File: src/rtl/lpwm_pkg.sv
`timescale 1ns/1ps
package lpwm_pkg;

    localparam int ADDR_W  = 6;
    localparam int DATA_W  = 32;
    localparam int CNT_W   = 16;
    localparam int LEAD_W  = 15;
    localparam int SLOT_W  = 3;
    localparam int MAX_CH  = 1 << SLOT_W;

    typedef struct packed {
        logic              en;
        logic [LEAD_W-1:0] lead;
        logic [CNT_W-1:0]  reps;
    } ctrl_t;

    typedef struct packed {
        logic [CNT_W-1:0] hi;
        logic [CNT_W-1:0] lo;
    } tmg_t;

    typedef enum logic [2:0] {
        PH_IDLE,
        PH_LEAD,
        PH_HIGH,
        PH_LOW,
        PH_DONE
    } phase_t;

    typedef struct packed {
        phase_t           ph;
        logic [CNT_W-1:0] cnt;
    } step_t;

    typedef struct packed {
        logic              tmg_bank;
        logic [SLOT_W-1:0] slot;
    } dec_t;

    function automatic dec_t decode(input logic [ADDR_W-1:0] a);
        dec_t d;
        d.tmg_bank = a[ADDR_W-1];
        d.slot     = a[ADDR_W-2:2];
        return d;
    endfunction

    // First phase of a fresh period for a given timing word.
    function automatic step_t period_start(input tmg_t t);
        step_t s;
        if (t.hi != '0) begin
            s.ph  = PH_HIGH;
            s.cnt = t.hi - 1'b1;
        end else begin
            s.ph  = PH_LOW;
            s.cnt = (t.lo != '0) ? t.lo - 1'b1 : '0;
        end
        return s;
    endfunction

endpackage

File: src/rtl/lpwm_regs.sv
`timescale 1ns/1ps
module lpwm_regs
    import lpwm_pkg::*;
#(
    parameter int NUM_CH = 6
) (
    input  logic                     clk,
    input  logic                     rst,
    input  logic                     bus_wr,
    input  logic [ADDR_W-1:0]        bus_addr,
    input  logic [DATA_W-1:0]        bus_wdata,
    output logic [DATA_W-1:0]        bus_rdata,
    output ctrl_t [NUM_CH-1:0]       ctrl_q,
    output tmg_t  [NUM_CH-1:0]       tmg_q
);

    dec_t dec;
    assign dec = decode(bus_addr);

    for (genvar c = 0; c < NUM_CH; c++) begin : g_reg
        localparam logic [SLOT_W-1:0] SLOT = SLOT_W'(c);
        logic hit;
        assign hit = bus_wr && (dec.slot == SLOT);

        always_ff @(posedge clk) begin
            if (rst) begin
                ctrl_q[c] <= '0;
                tmg_q[c]  <= '0;
            end else if (hit) begin
                if (dec.tmg_bank) tmg_q[c]  <= tmg_t'(bus_wdata);
                else              ctrl_q[c] <= ctrl_t'(bus_wdata);
            end
        end
    end

    always_comb begin
        bus_rdata = '0;
        for (int i = 0; i < NUM_CH; i++) begin
            if (dec.slot == SLOT_W'(i)) begin
                bus_rdata = dec.tmg_bank ? DATA_W'(tmg_q[i]) : DATA_W'(ctrl_q[i]);
            end
        end
    end

endmodule

File: src/rtl/lpwm_chan.sv
`timescale 1ns/1ps
module lpwm_chan
    import lpwm_pkg::*;
(
    input  logic  clk,
    input  logic  rst,
    input  ctrl_t ctrl,
    input  tmg_t  tmg,
    output logic  pwm
);

    phase_t           ph_q, ph_d;
    logic [CNT_W-1:0] cnt_q, cnt_d;
    logic [CNT_W-1:0] per_q, per_d;   // completed periods
    logic [CNT_W-1:0] lo_q, lo_d;     // low time of running period
    step_t            fresh;
    logic             go_start;
    logic             wrap;
    logic             last_per;

    assign fresh    = period_start(tmg);
    assign last_per = (ctrl.reps != '0) && ((per_q + 1'b1) == ctrl.reps);

    always_comb begin
        ph_d     = ph_q;
        cnt_d    = cnt_q;
        per_d    = per_q;
        lo_d     = lo_q;
        go_start = 1'b0;
        wrap     = 1'b0;

        unique case (ph_q)
            PH_IDLE: begin
                if (ctrl.lead != '0) begin
                    ph_d  = PH_LEAD;
                    cnt_d = CNT_W'(ctrl.lead) - 1'b1;
                end else begin
                    go_start = 1'b1;
                end
            end
            PH_LEAD: begin
                if (cnt_q == '0) go_start = 1'b1;
                else             cnt_d = cnt_q - 1'b1;
            end
            PH_HIGH: begin
                if (cnt_q != '0) begin
                    cnt_d = cnt_q - 1'b1;
                end else if (lo_q != '0) begin
                    ph_d  = PH_LOW;
                    cnt_d = lo_q - 1'b1;
                end else begin
                    wrap = 1'b1;
                end
            end
            PH_LOW: begin
                if (cnt_q == '0) wrap = 1'b1;
                else             cnt_d = cnt_q - 1'b1;
            end
            PH_DONE: begin
                ph_d = PH_DONE;
            end
            default: ph_d = PH_IDLE;
        endcase

        if (wrap) begin
            if (last_per) begin
                ph_d  = PH_DONE;
                cnt_d = '0;
            end else begin
                go_start = 1'b1;
                if (ctrl.reps != '0) per_d = per_q + 1'b1;
            end
        end

        if (go_start) begin
            ph_d  = fresh.ph;
            cnt_d = fresh.cnt;
            lo_d  = tmg.lo;
        end

        if (!ctrl.en) begin
            ph_d  = PH_IDLE;
            cnt_d = '0;
            per_d = '0;
            lo_d  = '0;
        end
    end

    always_ff @(posedge clk) begin
        if (rst) begin
            ph_q  <= PH_IDLE;
            cnt_q <= '0;
            per_q <= '0;
            lo_q  <= '0;
        end else begin
            ph_q  <= ph_d;
            cnt_q <= cnt_d;
            per_q <= per_d;
            lo_q  <= lo_d;
        end
    end

    // Gating with the live enable makes a disable take effect at once.
    assign pwm = (ph_q == PH_HIGH) && ctrl.en;

endmodule

File: src/rtl/lpwm_ctrl.sv
`timescale 1ns/1ps
module lpwm_ctrl
    import lpwm_pkg::*;
#(
    parameter int NUM_CH = 6
) (
    input  logic              clk,
    input  logic              rst,
    input  logic              bus_wr,
    input  logic [5:0]        bus_addr,
    input  logic [31:0]       bus_wdata,
    output logic [31:0]       bus_rdata,
    output logic [NUM_CH-1:0] pwm_out
);

    ctrl_t [NUM_CH-1:0] ctrl_q;
    tmg_t  [NUM_CH-1:0] tmg_q;

    lpwm_regs #(.NUM_CH(NUM_CH)) u_regs (
        .clk       (clk),
        .rst       (rst),
        .bus_wr    (bus_wr),
        .bus_addr  (bus_addr),
        .bus_wdata (bus_wdata),
        .bus_rdata (bus_rdata),
        .ctrl_q    (ctrl_q),
        .tmg_q     (tmg_q)
    );

    for (genvar c = 0; c < NUM_CH; c++) begin : g_ch
        lpwm_chan u_chan (
            .clk  (clk),
            .rst  (rst),
            .ctrl (ctrl_q[c]),
            .tmg  (tmg_q[c]),
            .pwm  (pwm_out[c])
        );
    end

endmodule

File: config.mk
export PLATFORM = sky130hd
export DESIGN_NAME = lpwm_ctrl
export DESIGN_NICKNAME = d
export VERILOG_FILES = /design/src/rtl/lpwm_pkg.sv /design/src/rtl/lpwm_regs.sv /design/src/rtl/lpwm_chan.sv /design/src/rtl/lpwm_ctrl.sv
export SDC_FILE = /design/constraint.sdc
export NUM_CORES = 2
export LEC_CHECK = 0
export BUFFER_PORTS_ARGS = -buffer_cell sky130_fd_sc_hd__buf_2
export CORE_ASPECT_RATIO = 1.2
export CORE_UTILIZATION = 45
export DETAILED_ROUTE_END_ITERATION = 10
export GPL_ROUTABILITY_DRIVEN = 0
export GPL_TIMING_DRIVEN = 0
export SLEW_MARGIN = 20
export SYNTH_ARGS = -nofsm -noshare
export SYNTH_HDL_FRONTEND = slang
export SYNTH_HIERARCHICAL = 1
export SYNTH_SLANG_ARGS = --single-unit
File: constraint.sdc
create_clock -name clk -period 2.96 [get_ports clk]
set_input_delay 0.444 -clock clk [delete_from_list [all_inputs] [get_ports clk]]
set_output_delay 0.444 -clock clk [all_outputs]
set_load 0.05 [all_outputs]
---- After elaboration in Yosys (flattened, before gate mapping) ----
Cells that the tools add are included.
word-level totals
  register bits ........................... 690
  input port bits ......................... 41
  output and inout bits ................... 38
  word-level logic and storage cells ...... 397
operators by class
  add/sub/neg operators ................... 36
  equality and inequality tests ........... 35
  muxes and demuxes ....................... 162
  bitwise logic cells ..................... 13
  reductions and logical operators ........ 97
operators with widths
  operator                 count
  $mux W16                 48
  $reduce_bool A16 Y1      30
  $mux W32                 12
  $sub A16 B1 Y16 const B  24
  $pmux W16 S3             6
  $mux W3                  36
  $mux W17                 6
  $add A16 B1 Y16 const B  6
  $eq A16 B16 Y1           6
  $logic_not A16 Y1        6
  $sub A15 B1 Y16 const B  6
  $reduce_bool A15 Y1      6
  $pmux W3 S4              6
  $eq A3 B2 Y1 const B     14
  $mux W1                  36
  $eq A3 B3 Y1 const B     8
  $pmux W1 S2              12
  $reduce_and A2 Y1        12
  $reduce_or A2 Y1         12
  $eq A3 B1 Y1 const B     7
  $logic_not A3 Y1         7
  $logic_and A1 B1 Y1      18
  $reduce_and A3 Y1        6
  $not A1 Y1               13

---- Logic depth before layout (Yosys ltp) ----
  word-level depth ........................ 7
  gate-level depth with buffers ........... 12
  depth with buffers taken out ............ 10

---- By module ----
The synthesis kept the hierarchy.
by module, submodules not included
  module                          times used  cells each  area an instance (µm²)  seq. area each (µm²)
  lpwm_regs                       1           2124        16612.2                 7687.4
  lpwm_chan (g_ch[0].u_chan ...)  3           646         4765.8                  1021.0
  lpwm_chan (g_ch[3].u_chan ...)  2           634         4834.6                  1021.0
  lpwm_chan (g_ch[5].u_chan)      1           685         5013.6                  1021.0

---- Worst setup path after synthesis ----
OpenSTA, ideal clock, no wires.
  path type ............................... input-to-output
  start ................................... in bus_addr[5]
  end ..................................... out bus_rdata[5]
  arrival ................................. 2.459 ns
  required time ........................... 2.516 ns
  setup slack ............................. 0.057 ns
  stages .................................. 6
  buffers on the path ..................... 4
  cell sequence ........................... buf_2 buf_2 buf_2 buf_2 mux2i_1 o21ai_0
on the way
  word-level cells in the longest chain between the ends .. 7
  elaborated cells between the ends (all ways) .. 12
  classes of those cells .................. 12 x mux
ends and longest elaborated chain
  what                   line             text
  start, declared        lpwm_ctrl.sv:10  input logic [5:0] bus_addr,
  $mux W32               lpwm_regs.sv:40  bus_rdata = dec.tmg_bank ? DATA_W'(tmg_q[i]) : DATA_W'(ctrl_q[i]);
  $mux W32 (5 in a row)  lpwm_regs.sv:39  if (dec.slot == SLOT_W'(i)) begin
  $mux W32 *             lpwm_regs.sv:39
  end, declared          lpwm_ctrl.sv:12  output logic [31:0] bus_rdata,
Every way passes the cells marked *; elsewhere a longest branch is shown, timed or not.

---- Worst setup path in the final report ----
  start ................................... in bus_addr[5]
  end ..................................... out bus_rdata[22]
Same word-level chain as after synthesis.

==> key figures <==
Status
  • Status: finished, violations left
  • Violated checks: negative setup slack

Global routing
  • First-pass GRT wire length: 277,000 um
  • Tot GR Track Use: 0.352
  • Total congestion overflow: 0
  • Initial antenna violation count: 8
  • Number of global-route vias before repair: around 44,000
  • Largest net degree at the start of global routing: 14

Clock tree
  • Worst-path clk slew: 60 ps
  • Worst-Skew Late Latency: roughly 660 ps
  • H-tree depth: 3
  • CTS tree: done
  • Post-CTS Hold Fix Bufs: 0
  • Sink Count: between 600 and 700
  • CTS root buffer: clkbuf_16
  • TritonCTS Buffers: 80
  • Maximum clock insertion buffer count: 3

STA
  • Final worst slack: -137 ps
  • Max Clk Rate: 0.323 GHz
  • Period utilization: 1.05
  • Worst-Margin Slew: between 1000 and 1500 ps
  • Setup_tns: -974 ps
  • Hold Vio Cnt, Final: 0
  • Relative slew slack: 0.0925
  • Tmin final: 3100 ps
  • Clock skew: between 40 and 50 ps
  • Slew Limit Fails: 0
  • Final setup viols: 24
  • RSZ-0062 raised after global routing: yes

Floorplan
  • Die width: 293 um
  • Die H: about 350 um
  • Core Region: 100,000 sq um
  • Die Area: 103,000 sq um
  • Initial Util: 0.455
  • IO Count: 79
  • # rows: 127

Synth
  • Total of warnings raised by yosys: 6
  • Fraction of the yosys area taken by sequential cells: 0.303
  • Largest family of logic cells by synthesized area: simple AND/OR/NAND/NOR gates
  • Post-Synth Adder-Cell Area: 0.0132
  • Synth unique cells: 113
  • Mux cell area share after synthesis: 0.0580
  • XOR/XNOR share of the synthesized area: 0.0824
  • Primary FF master, synth: dfxtp_1
  • Post-synth EDFFs: 0
  • Seq cells post-synth: about 700
  • Synth async-reset ratio: 0
  • Post-Synthesis Cells: 6,015
  • Mean Syn Cell Area: 7.58 sq um
  • Simple-gate share of the synthesized area: 0.277
  • Synth Area in Compound Gates: 0.215
  • Post-Syn Nets: 6,104
  • Mapped cell area: 45,600 sq um

Setup path
  • Kind of critical path: in -> out
  • Req. time, crit path: ~2500 ps
  • CP max FO: 10
  • Worst setup path startpoint: bus_addr[5]
  • CP startpoint kind: primary input
  • Critical Path AT: around 2700 ps
  • Reg2Reg Launch Point: g_ch[0].u_chan/per_q[5]$_SDFFE_PP0P_
  • CP Capture Type: output pin

Pwr
  • Clk pwr share: 0.441
  • Pwr Density: 451 nW/um^2
  • Seq pwr share: 0.404
  • Switching power: between 6000 and 7000 uW
  • Switching portion of total power: 0.291
  • Pint: 16,700 uW
  • Max VDD drop: 0.000371 V
  • Lkg Pwr: 0.0191 uW
  • Logic gate share of total power: 0.155

Place
  • DP Wirelength: 142,000 um
  • Dpl cell area: 47,600 sq um
  • Place WS: -543 ps
  • Port bufs: 74

Layout
  • Final instance area: 52,300 sq um
  • Final Net Count: 6,329
  • P&R area growth vs syn: 14.6%
  • Fillers: 9,807
  • Share of cells above drive strength 1: 0.126

Detailed routing
  • Routed Wire Length: 188,000 um
  • Drt drc: 0
  • Avg Vias per Cell: between 6 and 7
  • First-iteration detailed-routing DRC count: approximately 6,300
  • Vias: slightly below 50,000
  • DR WL/cell: 24.8 um
  • Antenna-violating nets left: 0
  • Drt first pass iters: 6

Flow run
  • Max_cap viols: 0

Hold path
  • Hold path start: bus_wdata[12]
  • Worst Hold Class: in -> reg
[area by class of cell]
class                      instances  area (sq um)  area share
multi-input combinational       4805         30500       0.583
sequential                       690         13900       0.265
clock buffer                     113          2370      0.0453
buffer                           393          2000      0.0383
tap                             1290          1610      0.0309
timing repair buffer             152          1120      0.0215
inverter                         118           443     0.00847
clock inverter                    33           362     0.00692
antenna                            2          5.00   0.0000958
[worst paths after layout]
path / end / slack [ps] / cells after the start
max: bus_rdata[22] / -140 / 7
min: u_regs/tmg_q[172]$_SDFFE_PP0P_ / 60 / 3
max reg2reg: g_ch[0].u_chan/per_q[6]$_SDFFE_PP0P_ / -10 / 11
min reg2reg: g_ch[2].u_chan/lo_q[13]$_SDFFE_PP0N_ / 490 / 2
[power by group through the flow]
stage                     Sequential (uW)  Clock (uW)  Combinational (uW)
after floorplan                      9640           0                2280
after CTS                            9510       10500                3400
final                                9520       10400                3660
after global routing                 9520       10900                3830
after global placement               9720           0                3300
after detailed placement             9720           0                3300
[routing by layer]
| layer | part of all wire | GRT usage | vias up |
|---|---|---|---|
| met3 | 0.10 | 0.0716 | 576 |
| met5 | 0.00023 | 0 | - |
| met4 | 0.064 | 0.200 | 8 |
| met2 | 0.45 | 0.567 | 2667 |
| met1 | 0.38 | 0.438 | 23000 |
| li1 | - | - | 22300 |
[worst max-delay path, cell delays in order]
cell and delay [ps]:
buf_2 220, buf_4 280, buf_4 290, buf_4 340, mux2i_2 460, o21ai_1 300
buf_4 300
[cells by family after synthesis]
group / count (synthesis)
xor+xnor: 429
flops: 690
fa+ha+maj: 48
compound gates: 1561
mux: 252
simple gates: 2515
buf+inv: 520
[stage by stage]
| step | power [uW] | hold slack (ps) | instances | utilization |
|---|---|---|---|---|
| 2_1_floorplan | 11900 | 456 | 6015 | - |
| 3_3_place_gp | 13000 | 479 | 7379 | 0.475 |
| 3_5_place_dp | 13000 | 487 | 7379 | 0.475 |
| 4_1_cts | 23400 | 29.5 | 7541 | 0.508 |
| 5_1_grt | 24200 | 55.6 | 7594 | 0.522 |
| 6_report | 23600 | 55.5 | 7596 | 0.522 |
[placed cells by master (no fill, tap or decap), types with 100 or more instances in the layout]
cell type and instances:
nand3_1 164, clkbuf_1 223, nand2_1 1104, inv_1 116, o21ai_0 189, o21ai_1 122, o22ai_1 128, nor4_1 100
a21oi_1 586, xor2_1 228, dfxtp_1 667, xnor2_1 199, nor2_1 306, nor3_1 199, mux2i_1 190, buf_2 144
[repair_timing]
action                     in CTS  in global routing
pin swaps                      20                 56
gates resized for setup       110                232
buffers inserted               19                 53
setup endpoints to repair     306                303
hold endpoints to repair        0                  0
gates cloned                    0                  5
[cell usage after synthesis, drive strengths merged (10+ instances only)]
library cell	number	share of area
a211o	11	0.0021
a211oi	52	0.0096
a21oi	596	0.066
a221oi	32	0.0064
a22oi	94	0.015
a31oi	33	0.0045
and2	33	0.0046
and3	37	0.0051
and4	29	0.0058
buf	165	0.022
clkbuf	237	0.020
dfxtp	690	0.30
ha	48	0.013
inv	118	0.0097
mux2i	234	0.051
nand2	1110	0.092
nand2b	67	0.0099
nand3	176	0.020
nand3b	24	0.0040
nand4	66	0.010
nor2	317	0.027
nor2b	40	0.0055
nor3	228	0.029
nor3b	31	0.0051
nor4	137	0.024
nor4b	11	0.0021
o2111ai	10	0.0019
o211ai	26	0.0043
o21a	11	0.0018
o21ai	332	0.037
o221ai	22	0.0042
o22ai	132	0.018
o2bb2ai	32	0.0066
o31ai	52	0.010
o32ai	15	0.0029
o41ai	13	0.0029
or2	21	0.0029
or3	89	0.012
or4	69	0.012
xnor2	201	0.039
xor2	228	0.044
[sequential cells by signal (all words and copies together) (netlist names)]
signal and count:
u_regs/ctrl_q 192, g_ch.u_chan/lo_q 96, u_regs/tmg_q 192, g_ch.u_chan/per_q 96, g_ch.u_chan/ph_q 18, g_ch.u_chan/cnt_q 96
Power figures use the tool's default switching activity.
